===== config.mk =====
export PLATFORM = sky130hd
export DESIGN_NAME = owire_byte_seq
export DESIGN_NICKNAME = d
export VERILOG_FILES = /design/src/rtl/owire_byte_seq.sv
export SDC_FILE = /design/constraint.sdc
export NUM_CORES = 1
export LEC_CHECK = 0
export CAP_MARGIN = 30
export CELL_PAD_IN_SITES_DETAIL_PLACEMENT = 1
export CELL_PAD_IN_SITES_GLOBAL_PLACEMENT = 1
export CORE_MARGIN = 2
export CORE_UTILIZATION = 46
export CTS_BUF_LIST = sky130_fd_sc_hd__clkbuf_8 sky130_fd_sc_hd__clkbuf_16
export DETAILED_ROUTE_END_ITERATION = 12
export DONT_BUFFER_PORTS = 1
export PLACE_DENSITY_LB_ADDON = 0.1
export SETUP_SLACK_MARGIN = 0.4
export SKIP_LAST_GASP = 1
export SLEW_MARGIN = 5
export SYNTH_ARGS = -nofsm -noshare
export SYNTH_HDL_FRONTEND = slang
export SYNTH_SLANG_ARGS = --single-unit

===== constraint.sdc =====
create_clock -name clk -period 3.55 [get_ports clk]
set_input_delay 0.5325 -clock clk [delete_from_list [all_inputs] [get_ports clk]]
set_output_delay 0.5325 -clock clk [all_outputs]
set_load 0.02 [all_outputs]

===== src/rtl/owire_byte_seq.sv =====
module owire_byte_seq #(
  parameter int DUR_W = 16,
  parameter int NBITS = 8
) (
  input  logic             clk,
  input  logic             rst_n,
  input  logic [1:0]       op_sel,
  input  logic [NBITS-1:0] wr_byte,
  input  logic             start,
  output logic [NBITS-1:0] rd_byte,
  output logic             busy,
  output logic             done,
  input  logic [DUR_W-1:0] spu_dur,
  input  logic             spu_load,
  input  logic             spu_hw_en,
  input  logic             ms_tick,
  output logic             spu_en,
  output logic             slot_start,
  output logic             slot_bit,
  output logic             slot_rd,
  input  logic             slot_done,
  input  logic             slot_sample
);
  localparam int IDX_W = (NBITS > 1) ? $clog2(NBITS) : 1;
  localparam logic [IDX_W-1:0] LAST_IDX = IDX_W'(NBITS - 1);

  typedef enum logic [1:0] {S_IDLE, S_ISSUE, S_WAIT, S_HOLD} st_t;

  st_t              st;
  logic [1:0]       op;
  logic [NBITS-1:0] tx;
  logic [NBITS-1:0] rx;
  logic [IDX_W-1:0] idx;
  logic [DUR_W-1:0] pend;
  logic [DUR_W-1:0] cnt;

  wire is_wr  = (op == 2'b00);
  wire is_rd  = op[0];
  wire last   = (idx == LAST_IDX);
  wire booked = (pend != '0);

  assign busy       = (st != S_IDLE);
  assign slot_start = (st == S_ISSUE);
  assign slot_bit   = is_rd ? 1'b1 : tx[idx];
  assign slot_rd    = !is_wr;
  assign rd_byte    = rx;

  always_ff @(posedge clk) begin
    if (!rst_n) begin
      st     <= S_IDLE;
      op     <= 2'b00;
      tx     <= '0;
      rx     <= '0;
      idx    <= '0;
      pend   <= '0;
      cnt    <= '0;
      done   <= 1'b0;
      spu_en <= 1'b0;
    end else begin
      done <= 1'b0;
      case (st)
        S_IDLE: begin
          if (spu_load) pend <= spu_dur;
          if (start) begin
            op  <= op_sel;
            tx  <= wr_byte;
            idx <= '0;
            st  <= S_ISSUE;
          end
        end
        S_ISSUE: begin
          if (last && is_wr && booked && spu_hw_en) spu_en <= 1'b1;
          st <= S_WAIT;
        end
        S_WAIT: begin
          if (slot_done) begin
            if (!is_wr) rx[idx] <= slot_sample;
            if (last) begin
              if (is_wr && booked) begin
                cnt <= '0;
                st  <= S_HOLD;
              end else begin
                done <= 1'b1;
                st   <= S_IDLE;
              end
            end else begin
              idx <= idx + 1'b1;
              st  <= S_ISSUE;
            end
          end
        end
        S_HOLD: begin
          if (ms_tick) begin
            if (cnt == pend - 1'b1) begin
              done   <= 1'b1;
              spu_en <= 1'b0;
              pend   <= '0;
              st     <= S_IDLE;
            end else begin
              cnt <= cnt + 1'b1;
            end
          end
        end
        default: st <= S_IDLE;
      endcase
    end
  end
endmodule


Yosys cells after proc, flatten, opt, wreduce, memory -nomap -nowiden
Index checks and enable logic that the tools add are counted.

cells by class
  add/subtract/negate cells = 3
  order comparisons = 2
  eq/ne operators = 15
  muxes and demuxes = 37
  bitwise logic cells = 1
  reductions and logical operators = 21

operator list
  operator                                                              number
  16-bit 2-to-1 mux                                                     8
  16-bit case mux with 2 select lines                                   2
  2-bit inequality test, second input constant                          9
  16-bit by 1-bit adder with 16-bit output, second input constant       1
  16-bit == test                                                        1
  4-bit AND reduction                                                   4
  16-bit nonzero test                                                   1
  16-bit by 1-bit subtractor with 16-bit output, second input constant  1
  2-bit 2-to-1 mux                                                      6
  1-bit 2-to-1 mux                                                      11
  2-bit nonzero test                                                    5
  3-bit 2-to-1 mux                                                      3
  8-bit bitwise mux                                                     1
  2-bit case mux with 4 select lines                                    1
  3-bit case mux with 2 select lines                                    1
  6-bit AND reduction                                                   1
  1-bit logical AND                                                     5
  2-bit == test, second input constant                                  2
  2-bit logical NOT                                                     2
  3-bit by 4-bit < comparator with 1-bit output, second input constant  1
  1-bit case mux with 2 select lines                                    2
  3-bit by 1-bit adder with 3-bit output, second input constant         1
  1-bit binary-select mux with 3-bit select                             1
  1-bit demux with 3-bit select                                         1
  8 further kinds                                                       8

storage, ports and cells
  flip-flop bits (word level) = 57
  output and inout bits = 14
  logic and storage cells = 88

Longest topological paths before layout
Gate-level depths: netlist of run 1.

  depth in word-level cells = 6
  gate-level depth with buffers = 12
  depth with buffers taken out = 10

Worst setup path after synthesis of run 1
OpenSTA, ideal clock, no wires.

  kind = register to register
  from = register pend[0]
  to = register cnt[0]
  setup time = 128 ps
  arrival = 2443 ps
  path slack = 979 ps
  cell stages (with the launch flop) = 13
  buffers on the path = 2
  cell sequence = dfxtp_1 -> inv_1 -> ha_1 -> nor3b_2 -> nor2b_1 -> a2111oi_0 -> nand4_1 -> nor4_2 -> o21a_4 -> buf_4 -> buf_6 -> mux2i_1 -> nor2_1

between the ends
  cells in the longest elaborated chain, start to end = 4
  elaborated cells on any way between the ends = 7

ends and longest elaborated chain
  element                                                                                      RTL line  text
  start, declared                                                                              34        logic [DUR_W-1:0] pend;
  start signal, assigned                                                                       63        if (spu_load) pend <= spu_dur;
  16-bit by 1-bit subtractor with 16-bit output / 16-bit nonzero test (equally long branches)  94, 40
  16-bit == test / 1-bit logical AND (equally long branches)                                   94, 79
  2-bit inequality test (no source line)                                                       -
  6-bit AND reduction (no source line) (*)                                                     -
  end signal, assigned                                                                         100       cnt <= cnt + 1'b1;
  end, declared                                                                                35        logic [DUR_W-1:0] cnt;

Every way passes the cells marked *; elsewhere a longest branch is shown, timed or not.
A chain may end at the register's enable or synchronous reset.

Worst setup path after layout of run 1
  from = register pend[0]
  to = register spu_en

between the ends
  cells in the longest elaborated chain, start to end = 5
  elaborated cells on any way between the ends = 8

ends and longest elaborated chain
  element                                                                                RTL line  text
  branches (longest 4 deep; another with 16-bit by 1-bit subtractor with 16-bit output)  -
  4-bit AND reduction (no source line) (*)                                               -
  end signal, assigned                                                                   58        spu_en <= 1'b0;
  end signal, assigned                                                                   72        if (last && is_wr && booked && spu_hw_en) spu_en <= 1'b1;
  end signal, assigned                                                                   96        spu_en <= 1'b0;
  end, declared                                                                          17        output logic spu_en,

Every way passes the cells marked *.

==> results.txt, run 1 <==
Die Wd: 85.60 um
Antenna Cells: 0
Root buf cell: clkbuf_8
Clk slew on worst S/H paths: 0.07 ns
Hold_ws: 0.3291 ns
Crit Path Class: flip-flop to flip-flop
Clock Tree Buf Depth: 2
Worst path max stage delay: 0.41 ns
Crit end category: flip-flop
Crit path arrival time: 3.22 ns
ANT nets after route: 0
Dpl cell area: 3047 um^2
H-tree Lvls: 3
FF-to-FF Start: pend[0]$_SDFFE_PN0P_
Largest net degree at the start of global routing: 43
Cell Pwr Density: 459.4 nW/um^2
Seq/Total Area, Yosys: 37.25%
Clock sinks: 57
Commonest cells after routing, fill and taps aside: dfxtp_1 (57), nand2_1 (55), a21oi_1 (48), nand3_1 (26), nor2_1 (24)
Setup TNS: 0 ns
Synth unique cells: 49
Iteration-0 DRC Markers: 70
Crit share post-route: 84.77%
Vias per inst: 5.969
Family with the most delay on the worst path: simple AND/OR/NAND/NOR gates
DRT Pass-1 Iters: 4
Most common cell after layout, fill and taps aside: dfxtp_1
GRT Residual Overflow: 0
Final hold vios: 0
CP max FO: 17
Mapped Avg Cell Area: 7.956 um^2
Final Wtd Congestion: 0.8558
Min Tclk post-route: 3.010 ns
Gr usage total: 22.50%
Mapped cell area: 3063 um^2
F_max: 0.3323 GHz
Final core utilization: 51.53%
Initial Util: 47.96%
Fraction of registers with async set/reset: 0%
Slew headroom: 47.86%
Synthesized net count: 424
Yosys warns: 0
Seq cells post-synth: 57
CTS tree: yes
Layout area overhead: 7.435%
Area contributors post-synth: dfxtp_1 (37%), a21oi_1 (7.8%), nand2_1 (6.7%)
Layout cell share with drive strength beyond 1: 8.399%
Hold Path Origin: spu_dur[5]
Die ar.: 7327 um^2
Max-slew violation count: 0
Critical-path cell list: inv_1 -> ha_1 -> nor3b_4 -> nor2b_1 -> a2111oi_1 -> nand4_1 -> nor4_4 -> buf_4 -> nand4_4 -> a32oi_1 -> nor2_1
RSZ-0062 raised after global routing: no
# fillers: 800
CTS buffer count: 9
Setup crit start kind: flip-flop
Final Non-Filler Cells: 458
Peak supply drop: 293.9 uV
Detailed placement HPWL: 5626 um
DR WL/cell: 17.64 um
Post-synth EDFFs: 0
Area leader, netlist: dfxtp_1
Cells after DPL: 438
WP data required: 3.76 ns
# DRC: 0
Max-cap violations: 0
Design area: 3291 um^2
Final nets: 416
Clock Latency Late Sink: 0.33 ns
Leak pwr: 1.186 nW
Clock Skews: 0.008748 ns
Vias post-DR: 2734
Initial antenna violation count: 0
Reg2reg setup slack: 0.54 ns
# port buffers: 0
CP bufs+invs: 2
First-pass GRT wire length: 13140 um
Number of global-route vias before repair: 2797
Syn Inst Count: 385
Main synth FF type: dfxtp_1
Rows: 29
Core area: 6386 um^2
Status: completed
Drt total wl: 8079 um
Slew @ Worst Pin: 0.7749 ns
Final setup viols: 0
CP max-delay cell: a2111oi_1
Yosys top cell area share: 37.25%
Hold WC Path Type: input pin to flip-flop
Hold buffers post-CTS: 0
Die Y: 85.60 um
Ports: 48
CP startpoint: pend[0]$_SDFFE_PN0P_
synthesized netlist by cell type (all sizes together), types with 5 or more instances:
cell,count
a21oi,48
and3,7
buf,7
clkbuf,19
dfxtp,57
ha,5
inv,10
mux2i,11
nand2,55
nand3,26
nand4,13
nor2,24
nor3,5
nor4,6
o21ai,17
or3,11
xnor2,16
xor2,7
final timing paths:
| path | to | cells past startpoint |
|---|---|---|
| max reg2reg | spu_en$_SDFFE_PN0P_ | 11 |
| max | spu_en$_SDFFE_PN0P_ | 11 |
| min | pend[5]$_SDFFE_PN0P_ | 2 |
| min reg2reg | tx[2]$_SDFFE_PN0P_ | 2 |
per-stage QoR:
step / power [mW] / worst slack, ns
after floorplan: 0.9009 / 0.9792
after global placement: 0.9434 / 0.6149
after detailed placement: 0.9491 / 0.2855
after CTS: 1.512 / 0.4113
after global routing: 1.581 / 0.3636
final: 1.512 / 0.5405
report_power, final:
part / internal [mW] / total [mW] / switching, mW
Clock: 0.303 / 0.557 / 0.255
Sequential: 0.665 / 0.705 / 0.0400
Combinational: 0.0997 / 0.249 / 0.150
layout make-up:
| cell class | count | area [um^2] | share of cell area (%) |
|---|---|---|---|
| tap | 77 | 96.34 | 2.928 |
| timing repair buffer | 6 | 45.04 | 1.369 |
| multi-input combinational | 292 | 1787 | 54.30 |
| sequential | 57 | 1141 | 34.68 |
| clock inverter | 3 | 15.01 | 0.4563 |
| inverter | 11 | 41.29 | 1.255 |
| clock buffer | 12 | 165.2 | 5.019 |
what timing repair did:
action                     CTS  global route
setup endpoints to repair   17            36
resized for setup            1             3
cloned                       0             1
hold endpoints to repair     0             0
buffers inserted             0             4
pin swaps                    0             2
routing by layer:
layer  part of all wire, %  global-route usage (%)  up-vias
met5                     0                       0        -
met4                   1.9                   8.658        0
li1                      -                       -     1351
met3                   5.1                   7.700       13
met1                    43                   25.52     1324
met2                    49                   38.92       46
flip-flops by register name, indices dropped and copies added, names as in the netlist:
name and flops:
cnt 16, done 1, idx 3, op 2, pend 16, rd_byte 8, spu_en 1, st 2
tx 8
kinds of logic after synthesis:
group,after synthesis,share of synthesized area (%)
DFF,57,37.25
xor gates and xnor gates,23,6.577
muxes,13,5.065
adders and majority gates,5,2.042
buffers and inverters,37,5.514
AOI/OAI and AO/OA,82,15.36
and+or+nand+nor,168,28.19
Note: power is estimated with default switching activity, not from simulation.
==> run 2: changes to the inputs <==
Settings changed: ABC_AREA from default to 1, CORE_UTILIZATION 46 to 45.
Clock period 3.55 ns to 2.9 ns, I/O delays scaled along.
==> results.txt, run 2 <==
Hold WC Path Type: input pin to flip-flop (unchanged)
GRT Residual Overflow: 0 (unchanged)
Pint: 1.440 mW (was 1.067 mW)
GR peak layer: met2 (unchanged)
Multi-input logic area: 2172 um^2 (was 1787 um^2)
Cell Pwr Density: 564.7 nW/um^2 (was 459.4 nW/um^2)
Comb power frac: 25.7% (was 16.5%)
Critical-path cell list: nor2_1 -> and2_1 -> nand3_1 -> o21ai_1 -> nor2_1 -> nand2_1 -> o22ai_4 -> buf_12 -> nand2_8 -> inv_1 -> nor2_1 -> nor2_1 (was inv_1 -> ha_1 -> nor3b_4 -> nor2b_1 -> a2111oi_1 -> nand4_1 -> nor4_4 -> buf_4 -> nand4_4 -> a32oi_1 -> nor2_1)
Iteration-0 DRC Markers: 121 (was 70)
Yosys top cell area share: 31.79% (was 37.25%)
Area leader, netlist: dfxtp_1 (unchanged)
F_max: 0.4392 GHz (was 0.3323 GHz)
Post-synth EDFFs: 0 (unchanged)
ANT nets after route: 0 (unchanged)
Peak supply drop: 284.5 uV (was 293.9 uV)
Layout area overhead: 9.306% (was 7.435%)
Main synth FF type: dfxtp_1 (unchanged)
Count leader, synth: nand2_1 (was dfxtp_1)
Max-cap violations: 0 (unchanged)
Max-slew violation count: 0 (unchanged)
Hold Path Origin: rst_n (was spu_dur[5])
M2 GR Usage: 48.02% (was 38.92%)
Synth unique cells: 38 (was 49)
First-pass GRT wire length: 17710 um (was 13140 um)
Drt total wl: 10600 um (was 8079 um)
RSZ-0062 raised after global routing: no (unchanged)
Family with the most delay on the worst path: simple AND/OR/NAND/NOR gates (unchanged)
Antenna Cells: 0 (unchanged)
Commonest cells post-synth: nand2_1 (153), nor2_1 (97), dfxtp_1 (57) (was dfxtp_1 (57), nand2_1 (55), a21oi_1 (48))
Reg2reg setup slack: 0.62 ns (was 0.54 ns)
Dpl cell area: 3665 um^2 (was 3047 um^2)
H-tree Lvls: 3 (unchanged)
Mapped Avg Cell Area: 6.320 um^2 (was 7.956 um^2)
Most common cell after layout, fill and taps aside: nand2_1 (was dfxtp_1)
# fillers: 1073 (was 800)
Final core utilization: 50.78% (was 51.53%)
Psw: 0.7762 mW (was 0.4442 mW)
Clock Tree Buf Depth: 2 (unchanged)
CP max FO: 15 (was 17)
Layout cell share with drive strength beyond 1: 7.504% (was 8.399%)
CP bufs+invs: 2 (unchanged)
CTS tree: yes (unchanged)
DR WL/cell: 15.71 um (was 17.64 um)
Detailed placement HPWL: 7838 um (was 5626 um)
Die Y: 93.32 um (was 85.60 um)
Synthesized net count: 607 (was 424)
Reg power frac: 40.5% (was 46.6%)
Syn Inst Count: 568 (was 385)
Initial antenna violation count: 0 (unchanged)
Fraction of registers with async set/reset: 0% (unchanged)
DRT Pass-1 Iters: 5 (was 4)
Rows: 32 (was 29)
# DRC: 0 (unchanged)
Most numerous cell on the critical path: nor2_1
Yosys warns: 0 (unchanged)
Clock Skews: 0.009279 ns (was 0.008748 ns)
Final setup viols: 0 (unchanged)
Crit path arrival time: 2.51 ns (was 3.22 ns)
Final Wtd Congestion: 0.8781 (was 0.8558)
CP startpoint: pend[8]$_SDFFE_PN0P_ (was pend[0]$_SDFFE_PN0P_)
Seq/Total Area, Yosys: 31.79% (was 37.25%)
Seq cells post-synth: 57 (unchanged)
Largest net degree at the start of global routing: 35 (was 43)
FF-to-FF Start: pend[8]$_SDFFE_PN0P_ (was pend[0]$_SDFFE_PN0P_)
Min Tclk post-route: 2.277 ns (was 3.010 ns)
Number of global-route vias before repair: 3823 (was 2797)
Status: completed (unchanged)
PnR Total Power: 2.216 mW (was 1.512 mW)
Leak pwr: 1.666 nW (was 1.186 nW)
Clock share of power: 33.9% (was 36.9%)
Root buf cell: clkbuf_8 (unchanged)
Clk slew on worst S/H paths: 0.07 ns (about the same)
CP max-delay cell: dfxtp_1 (was a2111oi_1)
Setup TNS: 0 ns (unchanged)
Crit share post-route: 78.51% (was 84.77%)
Commonest cells after routing, fill and taps aside: nand2_1 (153), nor2_1 (97), dfxtp_1 (57), nand3_1 (53), inv_1 (46) (was dfxtp_1 (57), nand2_1 (55), a21oi_1 (48), nand3_1 (26), nor2_1 (24))
Crit end category: flip-flop (unchanged)
Die ar.: 8708 um^2 (was 7327 um^2)
Clock Latency Late Sink: 0.34 ns (was 0.33 ns)
Final hold vios: 0 (unchanged)
Final nets: 607 (was 416)
Routing usage on met3: 5.560% (was 7.700%)
Worst path max stage delay: 0.35 ns (was 0.41 ns)
Sw Ratio: 35.03% (was 29.38%)
Top Registers: cnt x16, pend x16 (unchanged)
Met1 Use GR: 29.45% (was 25.52%)
Register area: 1141 um^2 (unchanged)
Setup crit start kind: flip-flop (unchanged)
Slew headroom: 33.52% (was 47.86%)
Slew @ Worst Pin: 0.9948 ns (was 0.7749 ns)
Hold buffers post-CTS: 0 (unchanged)
Clock sinks: 57 (unchanged)
Design area: 3924 um^2 (was 3291 um^2)
Mapped cell area: 3590 um^2 (was 3063 um^2)
# port buffers: 0 (unchanged)
Ports: 48 (unchanged)
Gr usage total: 25.64% (was 22.50%)
Die Wd: 93.32 um (was 85.60 um)
WP data required: 3.14 ns (was 3.76 ns)
Initial Util: 46.45% (was 47.96%)
Area contributors post-synth: dfxtp_1 (32%), nand2_1 (16%), nor2_1 (10%) (was dfxtp_1 (37%), a21oi_1 (7.8%), nand2_1 (6.7%))
Vias post-DR: 3622 (was 2734)
Vias per inst: 5.366 (was 5.969)
Core area: 7727 um^2 (was 6386 um^2)
Crit Path Class: flip-flop to flip-flop (unchanged)
CTS buffer count: 9 (unchanged)
## run 2: changes by cell type in the layout (fill, tap and decap cells not counted), sizes merged, moves of 11 or more
cell / change
mux2i: -11
a21boi: +16
nor2: +80
nand3: +30
xor2: +11
nand2: +100
a21oi: -18
or3: -11
inv: +39
xnor2: -14
## run 2: cell type report
| type | instances | area share (%) |
|---|---|---|
| clock buffers | 10 | 3.508 |
| flip-flops and latches | 57 | 29.08 |
| well taps | 102 | 3.253 |
| clock inverters | 6 | 1.499 |
| multi-input cells | 439 | 55.36 |
| repair buffers | 11 | 2.519 |
| inverters | 50 | 4.783 |
## run 2: logic make-up (layout without fill, tap and decap cells)
group,Yosys count,after routing,share of synthesized area [%]
adder cells (fa/ha/maj),5,5,1.743
XOR/XNOR,20,20,4.880
flip-flops,57,57,31.79
AND/OR/NAND/NOR,345,345,42.11
AO/OA/AOI/OAI,69,69,11.54
buffers and inverters,72,77,7.947
## run 2: metal layers
| metal | vias to the layer above | part of all wire, % |
|---|---|---|
| met1 | 1730 | 44 |
| met2 | 58 | 52 |
| li1 | 1820 | - |
| met5 | - | 0 |
| met3 | 14 | 3.5 |
| met4 | 0 | 1.4 |
## run 2: final timing paths
kind / end / cells after the start
worst max register to register: cnt[0]$_SDFFE_PN0P_ / 12
worst max-delay path: cnt[0]$_SDFFE_PN0P_ / 12
worst min-delay path: st[0]$_SDFFE_PN0P_ / 2
worst min register to register: cnt[2]$_SDFFE_PN0P_ / 2
## run 2: power groups by stage
| stage | logic, mW | registers (mW) | clock network, mW |
|---|---|---|---|
| finish | 0.569 | 0.897 | 0.750 |
| CTS | 0.570 | 0.897 | 0.764 |
| global route | 0.651 | 0.903 | 0.794 |
| floorplan | 0.455 | 0.892 | 0 |
| detailed placement | 0.559 | 0.914 | 0 |
| global placement | 0.535 | 0.913 | 0 |
## run 2: timing repair
item                                    4_1_cts  5_1_grt
endpoints found under the setup margin        0       17
gates resized for setup                       0        3
setup buffers                                 0        5
## run 2: metrics by stage
step                      worst slack [ns]  cells  hold WS [ns]
after global routing                0.3973    675        0.2157
after detailed placement            0.5884    654        0.5063
final                               0.6231    675        0.2228
after CTS                           0.5626    670        0.2085
after floorplan                     0.9949    568        0.4659
after global placement              0.6761    654        0.4853
